==> src/rtl/rot_pkg.sv <==
package rot_pkg;
  parameter int unsigned LANE_W  = 8;
  parameter int unsigned LANES   = 4;
  localparam int unsigned DATA_W  = LANE_W * LANES;
  localparam int unsigned FINE_W  = $clog2(LANE_W);
  localparam int unsigned COARSE_W = $clog2(LANES);
  localparam int unsigned SHIFT_W = FINE_W + COARSE_W;
endpackage

==> src/rtl/rot_onehot_dec.sv <==
module rot_onehot_dec #(
  parameter int unsigned OUT_W = 8,
  localparam int unsigned IN_W = $clog2(OUT_W)
) (
  input  logic [IN_W-1:0]  amt_i,
  output logic [OUT_W-1:0] code_o
);
  assign code_o = OUT_W'(1) << amt_i;
endmodule

==> src/rtl/rot_fine_lane.sv <==
module rot_fine_lane #(
  parameter int unsigned LANE_W = 8
) (
  input  logic [LANE_W-1:0] own_i,
  input  logic [LANE_W-1:0] lower_i,
  input  logic [LANE_W-1:0] code_i,
  output logic [LANE_W-1:0] lane_o
);
  // product upper half = own << f with the bits from lower filling in
  assign lane_o = LANE_W'(({own_i, lower_i} * {{LANE_W{1'b0}}, code_i}) >> LANE_W);
endmodule

==> src/rtl/rot_byte_mux.sv <==
module rot_byte_mux #(
  parameter int unsigned LANE_W = 8,
  parameter int unsigned LANES  = 4,
  parameter int unsigned POS    = 0,
  localparam int unsigned SEL_W = $clog2(LANES)
) (
  input  logic [LANES-1:0][LANE_W-1:0] lanes_i,
  input  logic [SEL_W-1:0]             sel_i,
  output logic [LANE_W-1:0]            byte_o
);
  logic [SEL_W-1:0] src;
  assign src    = SEL_W'(POS) - sel_i;  // wraps mod LANES
  assign byte_o = lanes_i[src];
endmodule

==> src/rtl/rot32_two_stage.sv <==
module rot32_two_stage
  import rot_pkg::*;
(
  input  logic              clk_i,
  input  logic              rst_ni,
  input  logic [DATA_W-1:0] data_i,
  input  logic [SHIFT_W-1:0] amt_i,
  input  logic              valid_i,
  output logic [DATA_W-1:0] res_o,
  output logic              valid_o
);
  logic [LANE_W-1:0]             code;
  logic [LANES-1:0][LANE_W-1:0]  in_b;
  logic [LANES-1:0][LANE_W-1:0]  fine_b;
  logic [LANES-1:0][LANE_W-1:0]  out_b;
  logic [FINE_W-1:0]             fine_amt;
  logic [COARSE_W-1:0]           coarse_amt;

  assign in_b       = data_i;
  assign fine_amt   = amt_i[FINE_W-1:0];
  assign coarse_amt = amt_i[SHIFT_W-1:FINE_W];

  rot_onehot_dec #(.OUT_W(LANE_W)) u_dec (
    .amt_i (fine_amt),
    .code_o(code)
  );

  a_r8_onehot_code: assert property (@(posedge clk_i) disable iff (!rst_ni)
    $countones(code) == 1);

  for (genvar i = 0; i < LANES; i++) begin : g_lane
    rot_fine_lane #(.LANE_W(LANE_W)) u_fine (
      .own_i  (in_b[i]),
      .lower_i(in_b[(i + LANES - 1) % LANES]),
      .code_i (code),
      .lane_o (fine_b[i])
    );
    rot_byte_mux #(.LANE_W(LANE_W), .LANES(LANES), .POS(i)) u_mux (
      .lanes_i(fine_b),
      .sel_i  (coarse_amt),
      .byte_o (out_b[i])
    );
  end

  always_ff @(posedge clk_i or negedge rst_ni) begin
    if (!rst_ni) begin
      res_o   <= '0;
      valid_o <= 1'b0;
    end else begin
      valid_o <= valid_i;
      if (valid_i) res_o <= out_b;
    end
  end

  function automatic logic [DATA_W-1:0] rotl_ref(logic [DATA_W-1:0] d, logic [SHIFT_W-1:0] s);
    return (d << s) | (d >> (DATA_W - 32'(s)));
  endfunction

  a_r2_valid_delay: assert property (@(posedge clk_i) disable iff (!rst_ni)
    valid_i |=> valid_o);
  a_r2_invalid_delay: assert property (@(posedge clk_i) disable iff (!rst_ni)
    !valid_i |=> !valid_o);
  a_r3_rotate_ref: assert property (@(posedge clk_i) disable iff (!rst_ni)
    valid_i |=> res_o == rotl_ref($past(data_i), $past(amt_i)));
  a_r4_zero_pass: assert property (@(posedge clk_i) disable iff (!rst_ni)
    (valid_i && amt_i == '0) |=> res_o == $past(data_i));
  a_r7_hold_idle: assert property (@(posedge clk_i) disable iff (!rst_ni)
    !valid_i |=> $stable(res_o));
endmodule

==> config.mk <==
export PLATFORM = sky130hd
export DESIGN_NAME = rot32_two_stage
export DESIGN_NICKNAME = d
export VERILOG_FILES = /design/src/rtl/rot_pkg.sv /design/src/rtl/rot_onehot_dec.sv /design/src/rtl/rot_fine_lane.sv /design/src/rtl/rot_byte_mux.sv /design/src/rtl/rot32_two_stage.sv
export SDC_FILE = /design/constraint.sdc
export NUM_CORES = 1
export LEC_CHECK = 0
export BUFFER_PORTS_ARGS = -buffer_cell sky130_fd_sc_hd__buf_2
export CAP_MARGIN = 5
export CORE_ASPECT_RATIO = 2
export CORE_UTILIZATION = 40
export CTS_BUF_LIST = sky130_fd_sc_hd__clkbuf_2 sky130_fd_sc_hd__clkbuf_4 sky130_fd_sc_hd__clkbuf_8
export CTS_CLUSTER_SIZE = 20
export DETAILED_ROUTE_END_ITERATION = 7
export GPL_ROUTABILITY_DRIVEN = 0
export PLACE_DENSITY_LB_ADDON = 0.05
export RECOVER_POWER = 100
export SETUP_SLACK_MARGIN = 0.05
export SLEW_MARGIN = 20
export SYNTH_ARGS = -nofsm -noshare
export SYNTH_HDL_FRONTEND = slang
export SYNTH_HIERARCHICAL = 1
export SYNTH_SLANG_ARGS = --single-unit
==> constraint.sdc <==
create_clock -name clk_i -period 0.95 [get_ports clk_i]
set_input_delay 0.0475 -clock clk_i [delete_from_list [all_inputs] [get_ports clk_i]]
set_output_delay 0.0475 -clock clk_i [all_outputs]
set_load 0.1 [all_outputs]
# == Word level (Yosys, flattened, before mapping) ==
# Index checks and enable logic that the tools add are counted.
# totals
ff_bits,33
inputBits,40
out_inout_bits,33
elab_cells,23
# classes
add_sub_neg,4
multipliers,4
order_cmp,4
shift,1
muxes,8
# op_table
operator,count
8-bit binary-select mux with 2-bit select,4
16-bit by 8-bit multiplier with 16-bit output,4
8-bit 2-to-1 mux,4
2-bit by 3-bit less-than comparator with 1-bit output (second input constant),4
1-bit by 3-bit left shift with 8-bit output (first input constant),1
1-bit by 2-bit subtractor with 2-bit output (first input constant),2
2-bit subtractor (first input constant),2

# == Longest topological paths before layout ==
# Gate-level depths: netlist (run 1).
# depth
word_depth,4
mapped_depth,20
depth_no_buf,19

# == Modules after synthesis ==
# Netlist (run 1), hierarchy kept.
# modules_own_cells
mod,n_inst,cells_per_inst,area_per_inst_um2,seq_area_each_um2
rot_fine_lane at g_lane[3].u_fine,1,310,2713.9,0.0
rot_fine_lane at g_lane[1].u_fine,1,311,2706.3,0.0
rot_fine_lane at g_lane[2].u_fine,1,310,2702.6,0.0
rot_fine_lane at g_lane[0].u_fine,1,303,2603.7,0.0
rot32_two_stage,1,69,1370.1,825.8
rot_byte_mux,4,10,196.4,0.0
rot_onehot_dec,1,8,65.1,0.0

# == Worst setup path before layout (run 1) ==
# Ideal clock, no wire load.
# synth_path
path_type,in2reg
from,input amt_i[0]
to,register res_o[31]
setup_time_ns,0.125
arrival_ns,5.327
required_time_ns,0.825
slack_ns,-4.502
cell_stages,19
n_path_buf,1
path_cell_list,nor3b_1 clkbuf_1 nand2_1 fa_1 inv_1 fa_1 fa_1 inv_1 fa_1 inv_1 ha_1 a21o_1 a21oi_1 o21a_1 a21boi_0 a21oi_1 xnor2_1 mux4_2 mux2_2
# synth_lines
item,line,text
from (decl),rot32_two_stage.sv:7,"input logic [SHIFT_W-1:0] amt_i,"
to (signal assigned),rot32_two_stage.sv:51,if (valid_i) res_o <= out_b;
to (decl),rot32_two_stage.sv:9,"output logic [DATA_W-1:0] res_o,"

==> results of run 1 <==
==> cells in the final DEF, fill, tap and decap left out, drive strengths merged, types with 2 or more instances in the layout <==
cell     instances
a21boi           3
mux4            32
a31o             2
nand4            4
clkbuf           9
o311ai           2
buf            334
and2           252
nand4b           3
nand3            7
o21ai           18
nor2            10
a21oi           18
and3b            3
a211oi           5
xnor2           53
o21a             6
bufbuf           3
dfrtp           33
nor2b            3
inv            294
a22oi            2
mux2            32
diode            2
o31a             3
xor2            22
xnor3            3
and4b            3
fa             236
o21bai           3
nand2          152
ha              84
nand2b           4
a2111oi          3
or2              3
nor3b            3
a21o             6
nor3             2
==> layout make-up <==
class                   instances  area [um^2]  share of cell area, %
inverters                     294         1100                   6.18
multi-input cells             988        11700                   65.6
diodes                          2         5.00                 0.0280
clock inverters                 1         30.0                  0.168
clock buffers                   7         90.1                  0.504
flip-flops and latches         33          865                   4.84
repair buffers                340         3530                   19.8
well taps                     423          529                   2.96
==> worst paths after layout <==
path                            from         to  depth (start not counted)  slack, ns
max in group asynchronous     rst_ni   res_o[2]                          3       0.26
min                          valid_i    valid_o                          2       0.25
max reg2reg                res_o[23]  res_o[23]                          2       0.01
max                         amt_i[0]  res_o[28]                         19      -3.95
min in group asynchronous     rst_ni    valid_o                          3       0.32
min reg2reg                res_o[27]  res_o[27]                          1       0.53
==> worst reg2reg max path: stages (launching register included) <==
cell and delay (ns):
dfrtp_2 0.43, buf_4 0.14, mux2_4 0.25
==> state kept, by name, summed over array words and instances, names as in the netlist <==
signal and cells:
valid_o 1, res_o 32
==> power breakdown <==
group	switching (mW)	total, mW	leakage [nW]	internal (mW)
Sequential	0.660	2.79	0.371	2.13
Combinational	10.2	18.7	8.24	8.47
Clock	0.553	1.44	0.0619	0.883
==> metal layers <==
layer	track usage (%)	up-vias	part of all wire, %
li1	-	4727	-
met1	24.4	5276	33
met2	52.4	156	61
met3	1.00	52	1.8
met4	9.97	0	3.8
met5	0	-	0
==> what timing repair did <==
item	in CTS	in global routing
setup endpoints to repair	65	65
hold endpoints to repair	33	0
pin swaps	33	14
cloned	6	0
setup buffers	33	6
hold buffers	1	0
resized for setup	131	65
==> logic make-up after synthesis <==
kind of cell	after synthesis	synth area share [%]
AO/OA/AOI/OAI	75	4.66
XOR/XNOR	78	5.94
adder cells (fa/ha/maj)	320	44.6
buffers and inverters	330	10.3
flip-flops	33	6.38
multiplexers	65	9.30
AND/OR/NAND/NOR	450	18.8
==> stage by stage <==
step | hold WS, ns | setup slack [ns] | util, % | instances
after floorplan | -0.248 | -3.78 | - | 1351
after global placement | 0.0952 | -4.59 | 51.7 | 2034
after detailed placement | 0.0978 | -4.63 | 51.7 | 2034
after CTS | 0.134 | -3.93 | 55.4 | 2080
after global routing | 0.270 | -4.08 | 56.4 | 2088
final | 0.250 | -3.95 | 56.4 | 2088
==> flow_summary.yaml, run 1 <==
setup_path:
  max_stage_delay_ns: 0.54
  required_ns: 1.14
  path_cells: "buf_6, buf_6, and3b_4, buf_12, nand2_4, fa_1, fa_1, inv_1, fa_1, fa_1, ha_2, a2111o_1, a41oi_4, o31a_1, buf_6, o21bai_4, xor2_2, mux4_2, mux2_4"
  cp_common_cell: "fa_1"
  cp-end-kind: "flop"
  cp_top_family: "adder cells"
  timing.critical_path.buf_inv: 5
  cp.arrival_ns: 5.09
  path_class: "in2reg"
  slowest_stage: "fa_1"
  crit_fanout: 7
  startpoint_type: "input pin"
clock_tree:
  h-tree-depth: 2
  cts_buffer_depth: 2
  clkLatencyLatePin_ns: 0.31
  cts_buffers: 5
  tritoncts: "done"
  cts_sinks: 33
  clockRootBuffer: "clkbuf_8"
  clk_pin_slew_ns: 0.07
final_layout:
  nFillCells: 2920
  drive_above_1_share_pct: 36.4
  num-nets-final: 2022
  syn_to_final_growth_pct: 37.9
  postLayoutCellArea_mm2: 0.0179
detailed_routing:
  vias: 10211
  remaining_drc_errors: 0
  dr.first_iter.drc_count: 250
  drt-vias-per-instance: 4.89
  detail-route-antenna-nets: 0
  wl_um: 38800
  wl_per_cell_um: 18.6
  firstDrtPassIters: 4
sta:
  tightest_slew_ns: 0.742
  hold_viol: 0
  finClkSkew_ns: 0
  max_freq_ghz: 0.204
  period_needed_ns: 4.90
  fin_ws_ns: -3.95
  rsz0062_at_grt: "true"
  setup_tns_ns: -123.41
  finalMaxSlewViolations: 0
  setup_violations: 60
  relSlewSlack_pct: 50.2
  finalCritPeriodShare_pct: 516
synthesis:
  synth_nets: 1711
  synthArstFlopShare_pct: 100
  synth_area_leaders: "fa_1 (36%), and2_1 (12%), inv_1 (8.5%), ha_1 (8.1%), dfrtp_1 (6.4%)"
  synthFlopType: "dfrtp_1"
  synth_cells: 1351
  avgSynthCellArea_um2: 9.58
  synth-seq-cells: 33
  ys_top_cells_by_count: "inv_1 (294), and2_1 (247), fa_1 (236)"
  synth_most_common_cell: "inv_1"
  yosysSeqAreaShare_pct: 6.38
  synth_edf_count: 0
  yosysWarningCount: 6
  synth_cell_type_count: 54
  syn_area_mm2: 0.0129
  synth_top_area_cell: "fa_1"
  yosysTopAreaCellShare_pct: 36.5
status:
  violations: "negative setup slack"
  status: "finished with violations"
die:
  start_util_pct: 40.9
  fp.dieH_um: 256
  io_pins: 73
  fp.coreArea_mm2: 0.0317
  std_cell_rows: 92
  die_w_um: 129
  die_area_mm2: 0.0331
worst_hold_path:
  hp-class: "in2reg"
power_and_ir_drop:
  leakage_nw: 8.68
  p_per_area_mw_per_mm2: 1280
  peakVddDrop_mv: 1.74
  total_power_mw: 22.9
global_route:
  grt_usage_pct: 25.1
  grt_pass1_vias: 11755
  grt-ovfl-total: 0
  grt_pass1_wl_um: 62100
  antenna_found_initial: 2
  grt_max_degree: 34
placement:
  numPortBuffers: 72
  dpl_cell_area_mm2: 0.0164
  dp.final_hpwl_um: 32300
job:
  max_cap_viol_count: 0
Power figures use the tool's default switching activity.
==> inputs of run 2 (changes only) <==
--- a/config.mk
+++ b/config.mk
@@ -13,7 +13,6 @@
 export CTS_CLUSTER_SIZE = 20
 export DETAILED_ROUTE_END_ITERATION = 7
 export GPL_ROUTABILITY_DRIVEN = 0
-export PLACE_DENSITY_LB_ADDON = 0.05
 export RECOVER_POWER = 100
 export SETUP_SLACK_MARGIN = 0.05
 export SLEW_MARGIN = 20
==> flow_summary.yaml, run 2 (synthesis gave the netlist of run 1 again) <==
status:
  violations: "negative setup slack"
  status: "finished with violations"
placement:
  dp.final_hpwl_um: 30100
  dpl_cell_area_mm2: 0.0162
  numPortBuffers: 72
power_and_ir_drop:
  peakVddDrop_mv: 1.96
  total_power_mw: 21.4
  p_per_area_mw_per_mm2: 1240
  leakage_nw: 8.38
detailed_routing:
  detail-route-antenna-nets: 0
  wl_per_cell_um: 17.5
  firstDrtPassIters: 6
  drt-vias-per-instance: 4.92
  dr.first_iter.drc_count: 287
  vias: 10141
  wl_um: 36100
  remaining_drc_errors: 0
die:
  io_pins: 73
  fp.coreArea_mm2: 0.0317
  start_util_pct: 40.9
  fp.dieH_um: 256
  die_w_um: 129
  std_cell_rows: 92
  die_area_mm2: 0.0331
final_layout:
  reg_top3: "res_o: 32 flops, valid_o: 1 flops"
  most-common-layout-cells: "inv_1 (289), and2_1 (244), fa_1 (221), buf_4 (199), nand2_1 (145)"
  num-nets-final: 1994
  drive_above_1_share_pct: 34.0
  regMostFlops: "res_o"
  syn_to_final_growth_pct: 33.4
  largest_register_ffs: 32
  mostFrequentLayoutCell: "inv_1"
  postLayoutCellArea_mm2: 0.0173
global_route:
  antenna_found_initial: 2
  grt_pass1_vias: 11550
  grt_usage_pct: 22.8
  grt-ovfl-total: 0
  grt_pass1_wl_um: 58400
  grt_max_degree: 34
sta:
  hold_viol: 0
  finClkSkew_ns: 0
  whs_ns: 0.160
  setup_violations: 33
  max_freq_ghz: 0.208
  tightest_slew_ns: 0.779
  relSlewSlack_pct: 47.9
  finalMaxSlewViolations: 0
  setup_tns_ns: -121.50
  period_needed_ns: 4.82
  fin_ws_ns: -3.87
  rsz0062_at_grt: "true"
  finalCritPeriodShare_pct: 507
setup_path:
  cp-end-kind: "flop"
  required_ns: 1.12
  r2r_setup_slack_ns: 0.03
  cp.arrival_ns: 4.98
  startpoint_type: "input pin"
  crit_fanout: 22
  path_class: "in2reg"
clock_tree:
  tritoncts: "done"
  clockRootBuffer: "clkbuf_8"
  cts_sinks: 33
  cts_buffers: 5
  clkLatencyLatePin_ns: 0.29
  cts_buffer_depth: 2
  clk_pin_slew_ns: 0.06
  h-tree-depth: 2
job:
  max_cap_viol_count: 0
worst_hold_path:
  hp-class: "in2reg"
==> run 2: layer usage <==
metal	share of wire, %	track usage [%]
met5	0	0
met4	7.4	14.7
met3	2.3	1.15
met2	57	44.3
met1	34	22.9
==> run 2: worst max-delay path: stages <==
cell and delay (ns):
buf_12 0.12, and3b_2 0.26, buf_12 0.17, buf_4 0.14, and2_1 0.15, fa_2 0.36, fa_1 0.49, fa_1 0.57
fa_1 0.42, ha_2 0.20, a2111o_1 0.39, a41oi_4 0.24, o31a_1 0.30, buf_6 0.15, o21ai_4 0.05, xnor2_2 0.16
mux4_2 0.48, mux2_4 0.26
==> run 2: final timing paths <==
kind                        endpoint  cells after the start       from
max                         res_o[7]                     18   amt_i[0]
min reg2reg                res_o[20]                      1  res_o[20]
max in group asynchronous  res_o[26]                      3     rst_ni
min                          valid_o                      2    valid_i
min in group asynchronous    valid_o                      3     rst_ni
max reg2reg                 res_o[4]                      2   res_o[4]
==> run 2: metrics by stage <==
stage	utilization (%)	cells	setup slack, ns
floorplan	-	1351	-3.78
global placement	51.1	2017	-4.32
detailed placement	51.1	2017	-4.37
CTS	53.5	2045	-3.90
global route	54.6	2060	-4.00
finish	54.6	2060	-3.87
==> run 2: area by class of cell <==
cell class	instances	area (um^2)
clock buffers	8	97.6
flip-flops and latches	33	865
repair buffers	312	3110
inverters	294	1100
diodes	2	5.00
multi-input cells	988	11600
fillers	2821	14400
well taps	423	529
==> run 2: where the power goes <==
group          internal, mW  leakage (nW)  switching, mW
Clock                 0.647        0.0524          0.476
Sequential             2.13         0.371          0.709
Combinational          7.77          7.96           9.70
Total                  10.5          8.38           10.9
==> run 2: what timing repair did <==
item | in CTS | in global routing
cloned | 3 | 1
buffers inserted | 16 | 13
hold buffers | 1 | 0
gates resized for setup | 89 | 50
hold endpoints to repair | 33 | 0
pin swaps | 47 | 36
endpoints found under the setup margin | 65 | 65
==> inputs of run 3 (changes only) <==
--- a/config.mk
+++ b/config.mk
@@ -8,11 +8,12 @@
 export BUFFER_PORTS_ARGS = -buffer_cell sky130_fd_sc_hd__buf_2
 export CAP_MARGIN = 5
 export CORE_ASPECT_RATIO = 2
-export CORE_UTILIZATION = 40
+export CORE_UTILIZATION = 65
 export CTS_BUF_LIST = sky130_fd_sc_hd__clkbuf_2 sky130_fd_sc_hd__clkbuf_4 sky130_fd_sc_hd__clkbuf_8
-export CTS_CLUSTER_SIZE = 20
+export CTS_CLUSTER_SIZE = 10
 export DETAILED_ROUTE_END_ITERATION = 7
 export GPL_ROUTABILITY_DRIVEN = 0
+export PLACE_DENSITY = 0.84
 export RECOVER_POWER = 100
 export SETUP_SLACK_MARGIN = 0.05
 export SLEW_MARGIN = 20
==> flow_summary.yaml, run 3 <==
synthesis:
  synth_top_area_cell: "fa_1"
  syn_area_mm2: 0.0129
  synth_cells: 1351
  synth_edf_count: 0
  synthArstFlopShare_pct: 100
  synth_area_leaders: "fa_1 (36%), and2_1 (12%), inv_1 (8.5%), ha_1 (8.1%), dfrtp_1 (6.4%)"
  synth-seq-cells: 33
  yosysWarningCount: 6
  synth_nets: 1711
  synth_cell_type_count: 54
  synthFlopType: "dfrtp_1"
  yosysSeqAreaShare_pct: 6.38
  synth_most_common_cell: "inv_1"
  yosysTopAreaCellShare_pct: 36.5
  avgSynthCellArea_um2: 9.58
  ys_top_cells_by_count: "inv_1 (294), and2_1 (247), fa_1 (236)"
die:
  start_util_pct: 66.5
  io_pins: 73
  fp.dieH_um: 202
  std_cell_rows: 72
  die_w_um: 102
clock_tree:
  h-tree-depth: 2
  cts_buffers: 5
  cts_buffer_depth: 2
  clockRootBuffer: "clkbuf_8"
  cts_sinks: 33
global_route:
  grt-ovfl-total: 97
  grt_usage_pct: 81.4
  grt_max_degree: 34
sta:
  crit_endpoint: "res_o[26]$_DFFE_PN0P_/D"
  worst_endpoint_kind: "sequential cell input"
placement:
  dp.final_hpwl_um: 31800
  numPortBuffers: 72
  dp_slack_ns: -4.43
status:
  stop_stage: "global routing"
  first-error: "[ERROR GRT-0232] Routing congestion too high. Check the congestion heatmap in the GUI."
  status: "did not finish"
run 3: cells by family after synthesis:
group / share of synthesized area, %
and+or+nand+nor: 18.8
xor gates and xnor gates: 5.94
adders and majority gates: 44.6
muxes: 9.30
AOI/OAI and AO/OA: 4.66
buffers and inverters: 10.3
DFF: 6.38
run 3: per-layer routing:
metal,GRT usage (%),overflow
met1,79.0,0
met2,93.0,41
met3,72.0,3
met4,83.0,52
met5,44.6,1
run 3: what timing repair did:
item | in CTS
pin swaps | 73
gates cloned | 4
buffers inserted | 24
setup endpoints to repair | 65
gates resized for setup | 136
endpoints found under the hold margin | 33
hold buffers | 1
run 3: through the flow:
step                      cells  instance area, um^2  hold WS [ns]  setup TNS [ns]  util (%)
after floorplan            1351                13300        -0.248         -118.96         -
after detailed placement   1837                15800        0.0878         -136.50      81.4
after global placement     1837                15800        0.0747         -130.43      81.4
after CTS                  1872                16800        0.0963         -120.02      86.5
==> inputs of run 4 (changes only) <==
--- a/config.mk
+++ b/config.mk
@@ -7,15 +7,11 @@
 export LEC_CHECK = 0
 export BUFFER_PORTS_ARGS = -buffer_cell sky130_fd_sc_hd__buf_2
 export CAP_MARGIN = 5
-export CORE_ASPECT_RATIO = 2
-export CORE_UTILIZATION = 65
-export CTS_BUF_LIST = sky130_fd_sc_hd__clkbuf_2 sky130_fd_sc_hd__clkbuf_4 sky130_fd_sc_hd__clkbuf_8
-export CTS_CLUSTER_SIZE = 10
+export CORE_UTILIZATION = 40
 export DETAILED_ROUTE_END_ITERATION = 7
 export GPL_ROUTABILITY_DRIVEN = 0
-export PLACE_DENSITY = 0.84
+export PLACE_DENSITY_LB_ADDON = 0.15
 export RECOVER_POWER = 100
-export SETUP_SLACK_MARGIN = 0.05
 export SLEW_MARGIN = 20
 export SYNTH_ARGS = -nofsm -noshare
 export SYNTH_HDL_FRONTEND = slang
==> flow_summary.yaml, run 4 (synthesis gave the netlist of run 1 again) <==
status:
  status: "finished with violations"
  violations: "negative setup slack"
power_and_ir_drop:
  p_int_mw: 10.5
  power.net_switching_mw: 10.7
  switching_share_pct: 50.5
  clkPwrFrac_pct: 8.8
  leakage_nw: 8.33
  p_seq_share_pct: 12.7
  p_comb_share_pct: 78.5
  p_per_area_mw_per_mm2: 1250
  peakVddDrop_mv: 1.73
clock_tree:
  clockRootBuffer: "clkbuf_16"
  clk_pin_slew_ns: 0.05
  h-tree-depth: 2
  tritoncts: "done"
  clkLatencyLatePin_ns: 0.27
  cts_buffers: 5
  cts_buffer_depth: 2
  cts_sinks: 33
placement:
  dp.final_hpwl_um: 26800
  dp.cells: 1991
  numPortBuffers: 72
final_layout:
  most-common-layout-cells: "inv_1 (290), and2_1 (245), fa_1 (229), buf_4 (191), nand2_1 (142)"
  syn_to_final_growth_pct: 30.6
  regMostFlops: "res_o"
  num-nets-final: 1982
  reg_top3: "res_o: 32 flops, valid_o: 1 flops"
  mostFrequentLayoutCell: "inv_1"
  final_cells: 2025
  antenna_cells: 0
  drive_above_1_share_pct: 30.9
  nFillCells: 2941
  largest_register_ffs: 32
detailed_routing:
  remaining_drc_errors: 0
  dr.first_iter.drc_count: 342
  firstDrtPassIters: 5
  drt-vias-per-instance: 4.84
  detail-route-antenna-nets: 0
  wl_per_cell_um: 16.0
  wl_um: 32500
  vias: 9797
global_route:
  grt_pass1_vias: 10840
  grt_max_degree: 36
  grt-ovfl-total: 0
  grt_usage_pct: 20.8
  grt_pass1_wl_um: 54900
  antenna_found_initial: 0
sta:
  finalCritPeriodShare_pct: 494
  relSlewSlack_pct: 51.5
  tightest_slew_ns: 0.722
  setup_violations: 32
  finClkSkew_ns: 0
  max_freq_ghz: 0.213
  period_needed_ns: 4.70
  hold_viol: 0
  fin_ws_ns: -3.75
  rsz0062_at_grt: "true"
  whs_ns: 0.129
  finalMaxSlewViolations: 0
setup_path:
  crit_fanout: 9
  required_ns: 1.11
  path_class: "in2reg"
  cp-end-kind: "flop"
  startpoint_type: "input pin"
  cp.arrival_ns: 4.86
job:
  max_cap_viol_count: 0
die:
  fp.dieH_um: 182
  std_cell_rows: 65
  io_pins: 73
  fp.coreArea_mm2: 0.0317
  die_area_mm2: 0.0331
  start_util_pct: 40.8
  die_w_um: 182
worst_hold_path:
  hp-class: "in2reg"
## run 4: through the flow
| stage | total power, mW | TNS (ns) | util, % | cell area, um^2 | worst slack (ns) |
|---|---|---|---|---|---|
| 2_1_floorplan | 12.9 | -118.95 | - | 13200 | -3.78 |
| 3_3_place_gp | 18.9 | -132.30 | 50.6 | 16100 | -4.24 |
| 3_5_place_dp | 19.1 | -133.63 | 50.6 | 16100 | -4.28 |
| 4_1_cts | 21.6 | -118.03 | 53.0 | 16800 | -3.73 |
| 5_1_grt | 22.5 | -123.76 | 53.3 | 16900 | -3.92 |
| 6_report | 21.2 | -118.08 | 53.3 | 16900 | -3.75 |
## run 4: area by class of cell
cell class	count	area [um^2]	area share, %
Clock buffer	7	143	0.843
Clock inverter	1	30.0	0.178
Inverter	294	1100	6.52
Multi-Input combinational cell	988	11400	67.7
Sequential cell	33	826	4.88
Tap cell	402	503	2.97
Timing Repair Buffer	300	2860	16.9
## run 4: worst paths after layout
check / slack, ns / end / startpoint / cells past startpoint
worst max-delay path: -3.75 / res_o[13] / amt_i[1] / 20
worst min-delay path: 0.13 / valid_o / valid_i / 2
worst min register to register: 0.55 / res_o[2] / res_o[2] / 1
min in group asynchronous: 0.36 / res_o[2] / rst_ni / 3
max in group asynchronous: 0.27 / res_o[31] / rst_ni / 3
worst max register to register: 0.13 / res_o[7] / res_o[7] / 1
## run 4: worst max-delay path: stages
cell and delay [ns]:
buf_12 0.11, nor3b_4 0.16, buf_12 0.15, bufbuf_16 0.27
and2_1 0.17, fa_2 0.38, fa_1 0.44, ha_1 0.29
inv_1 0.04, fa_1 0.47, inv_1 0.06, ha_4 0.28
nand4b_1 0.14, o21a_1 0.25, o311ai_4 0.39, and4b_1 0.24
a211oi_1 0.05, buf_4 0.18, mux4_2 0.47, mux2_4 0.26
## run 4: timing repair
action                                  in CTS  in global routing
endpoints found under the setup margin      32                 41
setup buffers                               22                  1
hold buffers                                 1                  0
endpoints found under the hold margin       33                  0
pin swaps                                   40                  5
gates resized for setup                     87                 34
cloned                                       2                  1
## run 4: routing by layer
metal  global-route usage, %  up-vias  wire length (um)
met1                    28.6     4963             15100
met2                    36.7      166             16100
met4                    2.82        0               326
li1                        -     4641                 -
met5                       0        -                 0
met3                    1.30       27               985
## run 4: power groups by stage
stage / registers [mW] / logic [mW] / clock network, mW
floorplan: 6.80 / 6.08 / 0
global placement: 2.74 / 16.2 / 0
detailed placement: 2.77 / 16.3 / 0
CTS: 2.76 / 16.9 / 1.90
global route: 2.79 / 17.7 / 1.96
finish: 2.68 / 16.6 / 1.87
